<file path="config.mk">
export PLATFORM = sky130hd
export DESIGN_NAME = byte_shift_unit
export DESIGN_NICKNAME = d
export VERILOG_FILES = /design/src/rtl/bsu_pkg.sv /design/src/rtl/bsu_shifter.sv /design/src/rtl/bsu_flags.sv /design/src/rtl/bsu_outreg.sv /design/src/rtl/byte_shift_unit.sv
export SDC_FILE = /design/constraint.sdc
export NUM_CORES = 1
export LEC_CHECK = 0
export BUFFER_PORTS_ARGS = -buffer_cell sky130_fd_sc_hd__buf_4
export CORE_MARGIN = 8
export CORE_UTILIZATION = 39
export CTS_CLUSTER_DIAMETER = 120
export DETAILED_ROUTE_END_ITERATION = 16
export GPL_TIMING_DRIVEN = 0
export PLACE_DENSITY = 0.65
export SLEW_MARGIN = 20
export SYNTH_ARGS = -nofsm -noshare
export SYNTH_HDL_FRONTEND = slang
export SYNTH_SLANG_ARGS = --single-unit
</file>
<file path="constraint.sdc">
create_clock -name clk -period 2.73 [get_ports clk]
set_input_delay 0.273 -clock clk [delete_from_list [all_inputs] [get_ports clk]]
set_output_delay 0.273 -clock clk [all_outputs]
set_load 0.01 [all_outputs]
</file>
<file path="src/rtl/bsu_pkg.sv">
package bsu_pkg;

    localparam int DW      = 8;
    localparam int OPW     = 3;
    localparam int FLAG_W  = 8;

    typedef enum logic [OPW-1:0] {
        OP_ROL_CIRC = 3'b000,
        OP_ROR_CIRC = 3'b001,
        OP_ROL_CARY = 3'b010,
        OP_ROR_CARY = 3'b011,
        OP_SHL_ARIT = 3'b100,
        OP_SHR_ARIT = 3'b101,
        OP_RESERVED = 3'b110,
        OP_SHR_LOGC = 3'b111
    } shop_e;

    // Status byte layout, most significant field first.
    typedef struct packed {
        logic sign;
        logic zero;
        logic gap5;
        logic half;
        logic gap3;
        logic parity;
        logic subtr;
        logic carry;
    } status_t;

    // Even parity via a reduction loop: 1 when the number of ones is even.
    function automatic logic even_ones(input logic [DW-1:0] v);
        logic acc;
        acc = 1'b1;
        for (int i = 0; i < DW; i++) begin
            acc = acc ^ v[i];
        end
        return acc;
    endfunction

endpackage

</file>
<file path="src/rtl/bsu_shifter.sv">
module bsu_shifter
    import bsu_pkg::*;
#(
    parameter int W = DW
) (
    input  logic [W-1:0]   src,
    input  logic           cin,
    input  logic [OPW-1:0] code,
    output logic [W-1:0]   dst,
    output logic           cout,
    output logic           bad
);

    localparam int MSB = W - 1;

    shop_e  op;
    logic   fill_lo;   // bit entering position 0 on a left move
    logic   fill_hi;   // bit entering position MSB on a right move
    logic   go_left;
    logic [W-1:0] left_v;
    logic [W-1:0] right_v;

    assign op = shop_e'(code);

    // Per-operation choice of direction and fill bit.
    always_comb begin
        go_left = 1'b0;
        fill_lo = 1'b0;
        fill_hi = 1'b0;
        bad     = 1'b0;
        case (op)
            OP_ROL_CIRC: begin go_left = 1'b1; fill_lo = src[MSB]; end
            OP_ROL_CARY: begin go_left = 1'b1; fill_lo = cin;      end
            OP_SHL_ARIT: begin go_left = 1'b1; fill_lo = 1'b0;     end
            OP_ROR_CIRC: fill_hi = src[0];
            OP_ROR_CARY: fill_hi = cin;
            OP_SHR_ARIT: fill_hi = src[MSB];
            OP_SHR_LOGC: fill_hi = 1'b0;
            default:     bad = 1'b1;
        endcase
    end

    // Bit-sliced movers: every position takes its neighbour.
    for (genvar i = 0; i < W; i++) begin : g_slice
        if (i == 0) begin : g_lo
            assign left_v[i]  = fill_lo;
            assign right_v[i] = src[i+1];
        end else if (i == MSB) begin : g_hi
            assign left_v[i]  = src[i-1];
            assign right_v[i] = fill_hi;
        end else begin : g_mid
            assign left_v[i]  = src[i-1];
            assign right_v[i] = src[i+1];
        end
    end

    always_comb begin
        if (bad) begin
            dst  = src;
            cout = cin;
        end else if (go_left) begin
            dst  = left_v;
            cout = src[MSB];
        end else begin
            dst  = right_v;
            cout = src[0];
        end
    end

endmodule

</file>
<file path="src/rtl/bsu_flags.sv">
module bsu_flags
    import bsu_pkg::*;
#(
    parameter int W = DW
) (
    input  logic [W-1:0]      val,
    input  logic              cy,
    output logic [FLAG_W-1:0] stat
);

    status_t s;

    always_comb begin
        s        = '0;
        s.sign   = val[W-1];
        s.zero   = (val == '0);
        s.parity = even_ones(val);
        s.carry  = cy;
        // half, subtr and the gap bits stay cleared
    end

    assign stat = s;

endmodule

</file>
<file path="src/rtl/bsu_outreg.sv">
module bsu_outreg
    import bsu_pkg::*;
#(
    parameter int W = DW
) (
    input  logic              clk,
    input  logic              rst,
    input  logic              load,
    input  logic [W-1:0]      d_res,
    input  logic [FLAG_W-1:0] d_flg,
    input  logic              d_bad,
    output logic              q_vld,
    output logic [W-1:0]      q_res,
    output logic [FLAG_W-1:0] q_flg,
    output logic              q_bad
);

    always_ff @(posedge clk) begin
        if (rst) begin
            q_vld <= 1'b0;
            q_res <= '0;
            q_flg <= '0;
            q_bad <= 1'b0;
        end else begin
            q_vld <= load;
            if (load) begin
                q_res <= d_res;
                q_flg <= d_flg;
                q_bad <= d_bad;
            end
        end
    end

endmodule

</file>
<file path="src/rtl/byte_shift_unit.sv">
module byte_shift_unit
    import bsu_pkg::*;
#(
    parameter int W = DW
) (
    input  logic              clk,
    input  logic              rst,
    input  logic              in_valid,
    input  logic [W-1:0]      operand,
    input  logic              carry_in,
    input  logic [OPW-1:0]    op_sel,
    output logic              out_valid,
    output logic [W-1:0]      result,
    output logic [FLAG_W-1:0] flags,
    output logic              illegal_op
);

    logic [W-1:0]      sh_res;
    logic              sh_cy;
    logic              sh_bad;
    logic [FLAG_W-1:0] sh_flg;

    bsu_shifter #(.W(W)) u_shift (
        .src  (operand),
        .cin  (carry_in),
        .code (op_sel),
        .dst  (sh_res),
        .cout (sh_cy),
        .bad  (sh_bad)
    );

    bsu_flags #(.W(W)) u_flags (
        .val  (sh_res),
        .cy   (sh_cy),
        .stat (sh_flg)
    );

    bsu_outreg #(.W(W)) u_oreg (
        .clk   (clk),
        .rst   (rst),
        .load  (in_valid),
        .d_res (sh_res),
        .d_flg (sh_flg),
        .d_bad (sh_bad),
        .q_vld (out_valid),
        .q_res (result),
        .q_flg (flags),
        .q_bad (illegal_op)
    );

endmodule

</file>
==> results of run 1 <==
-- per-stage QoR --
stage	hold WS (ps)	cell area (um^2)	std cells	setup WS [ps]
5_1_grt	164	1180	162	554
6_report	170	1180	162	660
2_1_floorplan	342	918	103	675
3_5_place_dp	467	1160	158	356
3_3_place_gp	459	1160	158	393
4_1_cts	167	1180	162	648
-- sequential cells by signal, summed over array words and instances, names as in the netlist --
register / cells
u_oreg.q_flg: 3
u_oreg.q_vld: 1
u_oreg.q_bad: 1
u_oreg.q_res: 8
-- layout make-up --
type,instances,area share [%]
Buffer,12,7.41
Inverter,3,0.952
Sequential cell,13,22.0
Clock buffer,4,2.22
Tap cell,28,2.96
Multi-Input combinational cell,75,47.3
Timing Repair Buffer,27,17.1
-- per-layer routing --
metal / routed length, um / global-route usage, %
met2: 1150 / 19.2
met5: 0 / 0
met1: 868 / 11.4
met4: 11 / 2.45
met3: 127 / 4.88
-- where the power goes --
part	internal [uW]	switching, uW	total [uW]
clock	56.6	62.5	119
sequential	203	6.73	209
combinational	93.3	79.4	173
-- cells in the final DEF, fill, tap and decap left out, types with 2 or more instances in the layout --
master	count
a221o_1	2
buf_6	2
mux2_2	3
a21oi_1	6
inv_1	3
nand2_1	2
nand3_1	2
mux2i_1	8
and2b_1	2
conb_1	4
clkbuf_1	3
dfxtp_1	13
nor2_1	14
xnor2_1	5
and4b_2	2
and4b_1	2
buf_4	34
nand2b_1	2
a221o_2	2
nor2b_1	3
clkbuf_4	3
-- worst register-to-register path: stages (launching register included) --
cell and delay, ps:
dfxtp_1 340, inv_1 50, mux2_2 250, nor2_1 90
-- cell families (layout without fill, tap and decap cells) --
kind of cell	Yosys count	in the layout	synth area share (%)
simple gates	36	36	24.3
compound gates	16	16	14.8
buf+inv	15	46	10.9
flops	13	13	28.7
mux	12	12	13.8
xor+xnor	6	6	5.79
fa+ha+maj	1	1	1.38
other cells	1	4	0.413
-- path summary, 6_finish.rpt --
kind	end	startpoint	slack [ps]
worst min register to register	u_oreg.q_flg[0]	u_oreg.q_flg[0]	470
worst min-delay path	u_oreg.q_flg[0]	rst	170
worst max-delay path	u_oreg.q_flg[2]	op_sel[2]	660
worst max register to register	u_oreg.q_res[0]	u_oreg.q_res[0]	1950
==> flow_summary.yaml, run 1 <==
sta:
  setup_viol: 0
  timing.fmax_mhz: 483
  rsz0062_at_grt: "false"
  setup_tns_ps: 0
  finalHoldViolCount: 0
  finalCriticalPeriod_ps: 2070
  finalMaxSlewViolations: 0
  finalCritPeriodShare_pct: 75.8
  fin_skew_ps: 0
route:
  viasPerCell: 4.95
  vias: 802
  routedWlPerCell_um: 13.3
  drt-pass1-iter-count: 4
  drt-initial-drc-count: 16
  drc: 0
  routed_wl_um: 2160
  ant_nets: 0
pwr:
  powerDensity_nw_per_um2: 424
  power_uw: 501
  p_leak_uw: 0.000553
  vdd_drop_max_mv: 0.359
critical_path:
  crit_fanout: 10
  cp_slowest_cell: "mux2_2"
  cp_common_cell: "xnor2_1"
  r2r_cells: 3
  crit_buf_inv: 2
  slowest_delay_ps: 340
  crit_required_ps: 2930
  crit_chain: "buf_4, buf_4, mux2_2, a22oi_1, nor2_1, a21oi_1, ha_1, xnor2_1, xnor2_1, xnor2_1, a211oi_1"
  crit_cells: 11
  start_kind: "input pin"
  crit_type: "input pin to register"
  path_delay_family: "compound AO/OA/AOI/OAI gates"
  end_kind: "register"
  crit_arrival_ps: 2270
cells_and_area:
  diodes: 0
  fillers: 228
  area_growth_pct: 30.3
  nNetsFinal: 151
  final_core_util_pct: 53.5
  seq_area_um2: 260
  drive_above_1_share_pct: 38.1
  multi_input_area_um2: 559
logic_synthesis:
  yosysUniqueCellTypes: 37
  ys_top_cells_by_area: "dfxtp_1 29%, mux2i_1 8.8%, buf_4 5.8%"
  synthArstFlopShare_pct: 0
  yosysTopAreaCellShare_pct: 28.7
  synth_edf_count: 0
  ys.flop_type: "dfxtp_1"
  synth_most_common_cell: "nor2_1"
  synth-seq-area-share_pct: 28.7
  netlist_instances: 100
  synth_common_cells: "14 x nor2_1, 13 x dfxtp_1, 8 x mux2i_1"
  syn_area_um2: 907
  yosys.area.top_type: "dfxtp_1"
  synth.avg_cell_area_um2: 9.07
  ys_ff_latch: 13
  ys_warn_count: 0
worst_hold_path:
  worstHoldPathType: "input pin to register"
  whs_path_depth: 2
global_routing:
  grt_pass1_wl_um: 3680
  track_usage_pct: 10.8
  grt_pass1_vias: 816
  grt-ovfl-total: 0
  grt_max_degree: 11
  antenna_found_initial: 0
die:
  die_area_um2: 4130
  initial_core_util_pct: 41.0
  ios: 33
  die_y_um: 64.2
  die_w_um: 64.2
  rows: 17
  core_area_um2: 2210
clock_network:
  clk_pin_slew_ps: 80
  cts-resized-gates: 0
  numCtsBuffers: 3
  cts-root-buf: "clkbuf_4"
  cts_max_level: 1
  cts_tree: "done"
  clock_latency_ps: 270
  cts_hold_buf: 0
  clock-sinks: 13
  clockBufferDepth: 2
  postCtsSetupRepairBufs: 0
place:
  place.gp.congestion: 0.782
  io_buffers: 27
  dpl.hpwl_um: 1750
run:
  maxCapViolations: 0
outcome:
  outcome: "complete, no violations"
Note: power is estimated with default switching activity, not from simulation.
==> inputs of run 2 (changes only) <==
clock period = 2.1 ns   (was 2.73 ns; I/O delays follow)
==> run 2 against run 1 <==
Cell area rose by 0.32%. Final cell count did not move. Routed wire length rose by 0.23%. Largest cell class unchanged.
==> flow_summary.yaml, run 2 (same netlist as run 1, synthesis figures left out) <==
cells_and_area:
  nNetsFinal: 151
  largest_register: "u_oreg.q_res"
  diodes: 0
  final_core_util_pct: 53.6
  layout_common_cells: "34 x buf_4, 14 x nor2_1, 13 x dfxtp_1"
  reg_top3: "u_oreg.q_res (8), u_oreg.q_flg (3)"
  seq_area_um2: 260
  largest_register_ffs: 8
  fillers: 227
  multi_input_area_um2: 563
  final_common_cell: "buf_4"
  area_growth_pct: 30.8
  drive_above_1_share_pct: 38.8
global_routing:
  grt-ovfl-total: 0
  grt_max_degree: 11
  track_usage_pct: 10.8
  grt_pass1_wl_um: 3680
  antenna_found_initial: 0
  grt_pass1_vias: 816
sta:
  finalCriticalPeriod_ps: 1930
  rsz0062_at_grt: "false"
  setup_viol: 0
  timing.fmax_mhz: 518
  whs_ps: 105
  setup_tns_ps: 0
  finalHoldViolCount: 0
  finalCritPeriodShare_pct: 91.9
  fin_skew_ps: 0
  finalMaxSlewViolations: 0
critical_path:
  crit_arrival_ps: 2130
  start_kind: "input pin"
  r2r_cells: 3
  crit_buf_inv: 2
  end_kind: "register"
  crit_type: "input pin to register"
  r2r-end: "u_oreg.q_res[0]"
  cp_common_cell: "xnor2_1"
  startpoint: "op_sel[2]"
  r2r_setup_slack_ps: 1330
  crit_fanout: 10
  worstSetupEndpoint: "u_oreg.q_flg[2]"
  crit_chain: "buf_4, buf_4, mux2_2, a22oi_1, nor2_1, a21oi_2, ha_1, xnor2_1, xnor2_1, xnor2_1, a211oi_1"
  path_delay_family: "compound AO/OA/AOI/OAI gates"
  slowest_delay_ps: 340
  r2r-start: "u_oreg.q_res[0]"
  crit_required_ps: 2300
  cp_slowest_cell: "mux2_2"
  crit_cells: 11
route:
  drt-pass1-iter-count: 4
  ant_nets: 0
  routedWlPerCell_um: 13.3
  routed_wl_um: 2160
  vias: 788
  viasPerCell: 4.86
  drc: 0
  drt-initial-drc-count: 8
pwr:
  p_comb_share_pct: 34.5
  vdd_drop_max_mv: 0.470
  powerDensity_nw_per_um2: 551
  power_uw: 654
  seq_power_share_pct: 41.7
  p_sw_uw: 195
  pwr-share-clk_pct: 23.8
  swShare_pct: 29.8
  p_leak_uw: 0.000553
  p_int_uw: 459
clock_network:
  clock-sinks: 13
  clockBufferDepth: 2
  cts-root-buf: "clkbuf_4"
  clock_latency_ps: 270
  numCtsBuffers: 3
  clk_pin_slew_ps: 80
  cts_tree: "done"
  cts_max_level: 1
die:
  ios: 33
  core_area_um2: 2210
  die_w_um: 64.2
  die_y_um: 64.2
  initial_core_util_pct: 41.0
  rows: 17
  die_area_um2: 4130
worst_hold_path:
  whs_path_depth: 2
  worstHoldPathType: "input pin to register"
run:
  maxCapViolations: 0
place:
  dpl.hpwl_um: 1750
  io_buffers: 27
  place.gp.congestion: 0.782
outcome:
  outcome: "complete, no violations"
[run 2: repair_timing]
action	4_1_cts	5_1_grt
endpoints found under the hold margin	0	0
endpoints found under the setup margin	0	1
buffers inserted	0	0
hold buffers	0	0
resized for setup	0	1
[run 2: final cells by class]
type	count	share of cell area, %
timing repair buffer	27	17.1
sequential	13	21.9
buffer	12	7.38
tap	28	2.95
inverter	3	0.949
multi-input combinational	75	47.5
clock buffer	4	2.22
[run 2: how the worst min path moves through the flow]
stage / from / end / slack, ps
global route: rst / u_oreg.q_flg[0] / 100
detailed placement: rst / u_oreg.q_flg[0] / 400
floorplan: rst / u_oreg.q_flg[0] / 280
global placement: rst / u_oreg.q_flg[0] / 400
CTS: rst / u_oreg.q_flg[0] / 100
finish: rst / u_oreg.q_flg[0] / 110
[run 2: power by group through the flow]
stage                     clock network [uW]  logic, uW  registers (uW)
after floorplan                            0        142             286
after global placement                     0        222             277
after global routing                     170        248             275
after CTS                                159        227             273
after detailed placement                   0        226             278
final                                    156        226             272
[run 2: metal layers]
metal / vias to the layer above / GRT usage, % / wire (um) / share of wire (%)
li1: 408 / - / - / -
met3: 2 / 4.88 / 120 / 5.6
met2: 18 / 19.2 / 1140 / 53
met1: 360 / 11.4 / 893 / 41
met4: 0 / 2.45 / 9 / 0.42
met5: - / 0 / 0 / 0
[run 2: worst reg2reg max path, delay by kind of cell (launching register included)]
| kind | cells | cell delay, ps |
|---|---|---|
| DFF | 1 | 340 |
| buffers and inverters | 1 | 40 |
| muxes | 1 | 250 |
| and+or+nand+nor | 1 | 80 |
[run 2: metrics by stage]
stage          cells  instance area, um^2  worst slack (ps)
3_3_place_gp     158                 1160              -174
2_1_floorplan    103                  918               108
4_1_cts          162                 1180              81.4
6_report         162                 1190               169
5_1_grt          162                 1190              49.7
3_5_place_dp     158                 1160              -211
==> inputs of run 3 (changes only) <==
PLACE_DENSITY = default   (was 0.65)
SYNTH_HIERARCHICAL = 1   (was default)
==> run 3 against run 2 <==
Combinational power up 9.7%. Routed wire length up 5.8%. Hold slack better by 99 ps. Non-clock buffer count up 3. Count of clock-buffer cells in the layout down 1. Sequential share of layout area up 5.1 points. Synthesized cell count up 13%. Maximum frequency up 8.8%. Critical endpoint is now u_oreg/q_flg[2]. Highest routed layer unchanged.
==> flow_summary.yaml, run 3 <==
outcome:
  outcome: "complete, no violations"
pwr:
  powerDensity_nw_per_um2: 593
  p_leak_uw: 0.000713
  vdd_drop_max_mv: 0.398
  power_uw: 789
route:
  viasPerCell: 4.81
  ant_nets: 0
  drt-pass1-iter-count: 4
  drt-initial-drc-count: 40
  drc: 0
  routed_wl_um: 2290
  routedWlPerCell_um: 12.8
  vias: 856
die:
  die_area_um2: 4580
  initial_core_util_pct: 41.7
  ios: 33
  die_y_um: 67.7
  rows: 18
  core_area_um2: 2500
  die_w_um: 67.7
cells_and_area:
  nNetsFinal: 166
  drive_above_1_share_pct: 31.8
  fillers: 241
  design_area_um2: 1330
  reg_top3: "u_oreg/q_flg (8), u_oreg/q_res (8)"
  diodes: 0
  stdcell_count: 178
  multi_input_area_um2: 574
  seq_area_um2: 360
  final_common_cell: "buf_4"
  layout_common_cells: "35 x buf_4, 26 x mux2i_1, 21 x nor2_1"
  area_growth_pct: 27.7
critical_path:
  crit_type: "input pin to register"
  crit_arrival_ps: 1950
  r2r_setup_slack_ps: 1490
  crit_required_ps: 2280
  worstSetupEndpoint: "u_oreg/q_flg[2]"
  r2r-start: "u_oreg/q_flg[6]"
  r2r_cells: 2
  end_kind: "register"
  start_kind: "input pin"
  startpoint: "op_sel[0]"
  crit_fanout: 10
  r2r-end: "u_oreg/q_flg[6]"
clock_network:
  cts-resized-gates: 0
  clock-sinks: 18
  clock_latency_ps: 280
  cts-root-buf: "clkbuf_4"
  clk_pin_slew_ps: 100
  postCtsSetupRepairBufs: 0
  cts_max_level: 1
  cts_tree: "done"
  numCtsBuffers: 3
  clockBufferDepth: 2
  cts_hold_buf: 0
run:
  maxCapViolations: 0
logic_synthesis:
  synth_most_common_cell: "mux2i_1"
  yosysUniqueCellTypes: 24
  yosys.area.top_type: "dfxtp_1"
  ys_top_cells_by_area: "dfxtp_1 35%, mux2i_1 25%, nor2_1 7.6%"
  synth-seq-area-share_pct: 34.6
  syn_area_um2: 1040
  ys_ff_latch: 18
  synth_edf_count: 0
  ys.flop_type: "dfxtp_1"
  netlist_instances: 113
  synthArstFlopShare_pct: 0
  yosysTopAreaCellShare_pct: 34.6
  synth_common_cells: "26 x mux2i_1, 21 x nor2_1, 18 x dfxtp_1"
  synth.avg_cell_area_um2: 9.22
  ys_warn_count: 6
place:
  place_area_um2: 1310
  dpl_worst_slack_ps: 41.6
  io_buffers: 29
  place.gp.congestion: 0.859
  place_inst: 175
  dpl.hpwl_um: 1770
global_routing:
  grt-ovfl-total: 0
  antenna_found_initial: 0
  grt_pass1_vias: 848
  grt_max_degree: 11
  track_usage_pct: 10.1
  grt_pass1_wl_um: 3660
sta:
  setup_tns_ps: 0
  finalCriticalPeriod_ps: 1770
  finalMaxSlewViolations: 0
  finalCritPeriodShare_pct: 84.5
  fin_ws_ps: 326
  fin_skew_ps: 0
  finalHoldViolCount: 0
  timing.fmax_mhz: 564
  rsz0062_at_grt: "false"
  setup_viol: 0
worst_hold_path:
  worstHoldPathType: "input pin to register"
[run 3: critical path: stages]
cell,delay [ps]
buf_4,90
buf_2,190
buf_2,220
nand2_1,60
o21ai_0,110
inv_1,70
ha_1,290
xnor2_1,190
xnor3_1,340
mux2i_1,130
nor2_1,50
[run 3: cell families (layout without fill, tap and decap cells)]
group                    count (synthesis)  in the layout  share of synthesized area, %
multiplexers                            27             27                          26.1
adder cells (fa/ha/maj)                  1              1                          1.20
AND/OR/NAND/NOR                         34             34                          13.3
other                                    1              4                         0.360
flip-flops                              18             18                          34.6
AO/OA/AOI/OAI                           11             11                          6.24
XOR/XNOR                                 5              5                          6.84
buffers and inverters                   16             48                          11.4
[run 3: final cells by class]
class / instances / area share [%]
plain buffers: 13 / 8.08
clock buffers: 3 / 1.69
inverters: 3 / 0.846
multi-input cells: 82 / 43.1
flip-flops and latches: 18 / 27.1
well taps: 30 / 2.82
repair buffers: 29 / 16.4
[run 3: layer usage]
metal	global-route usage, %	vias up	wire length, um
li1	-	439	-
met1	12.0	389	1080
met2	16.3	24	990
met3	3.31	4	179
met4	3.92	0	32
met5	0	-	0
[run 3: worst min-delay path by stage]
stage / startpoint / endpoint / slack (ps) / cells after the start
finish: rst / u_oreg/q_vld / 200 / 2
global route: rst / u_oreg/q_vld / 200 / 2
CTS: rst / u_oreg/q_vld / 190 / 2
detailed placement: u_oreg/q_bad / u_oreg/q_bad / 480 / 2
global placement: u_oreg/q_bad / u_oreg/q_bad / 470 / 2
floorplan: rst / u_oreg/q_vld / 460 / 2
[run 3: per-stage QoR]
step | hold WS, ps | util [%]
4_1_cts | 194 | 53.3
6_report | 205 | 53.3
5_1_grt | 204 | 53.3
3_5_place_dp | 484 | 52.4
3_3_place_gp | 474 | 52.4
2_1_floorplan | 458 | -
[run 3: where the power goes]
group | switching [uW] | internal [uW] | total, uW
registers | 12.7 | 367 | 379
clock network | 95.3 | 66.4 | 162
logic | 108 | 140 | 248
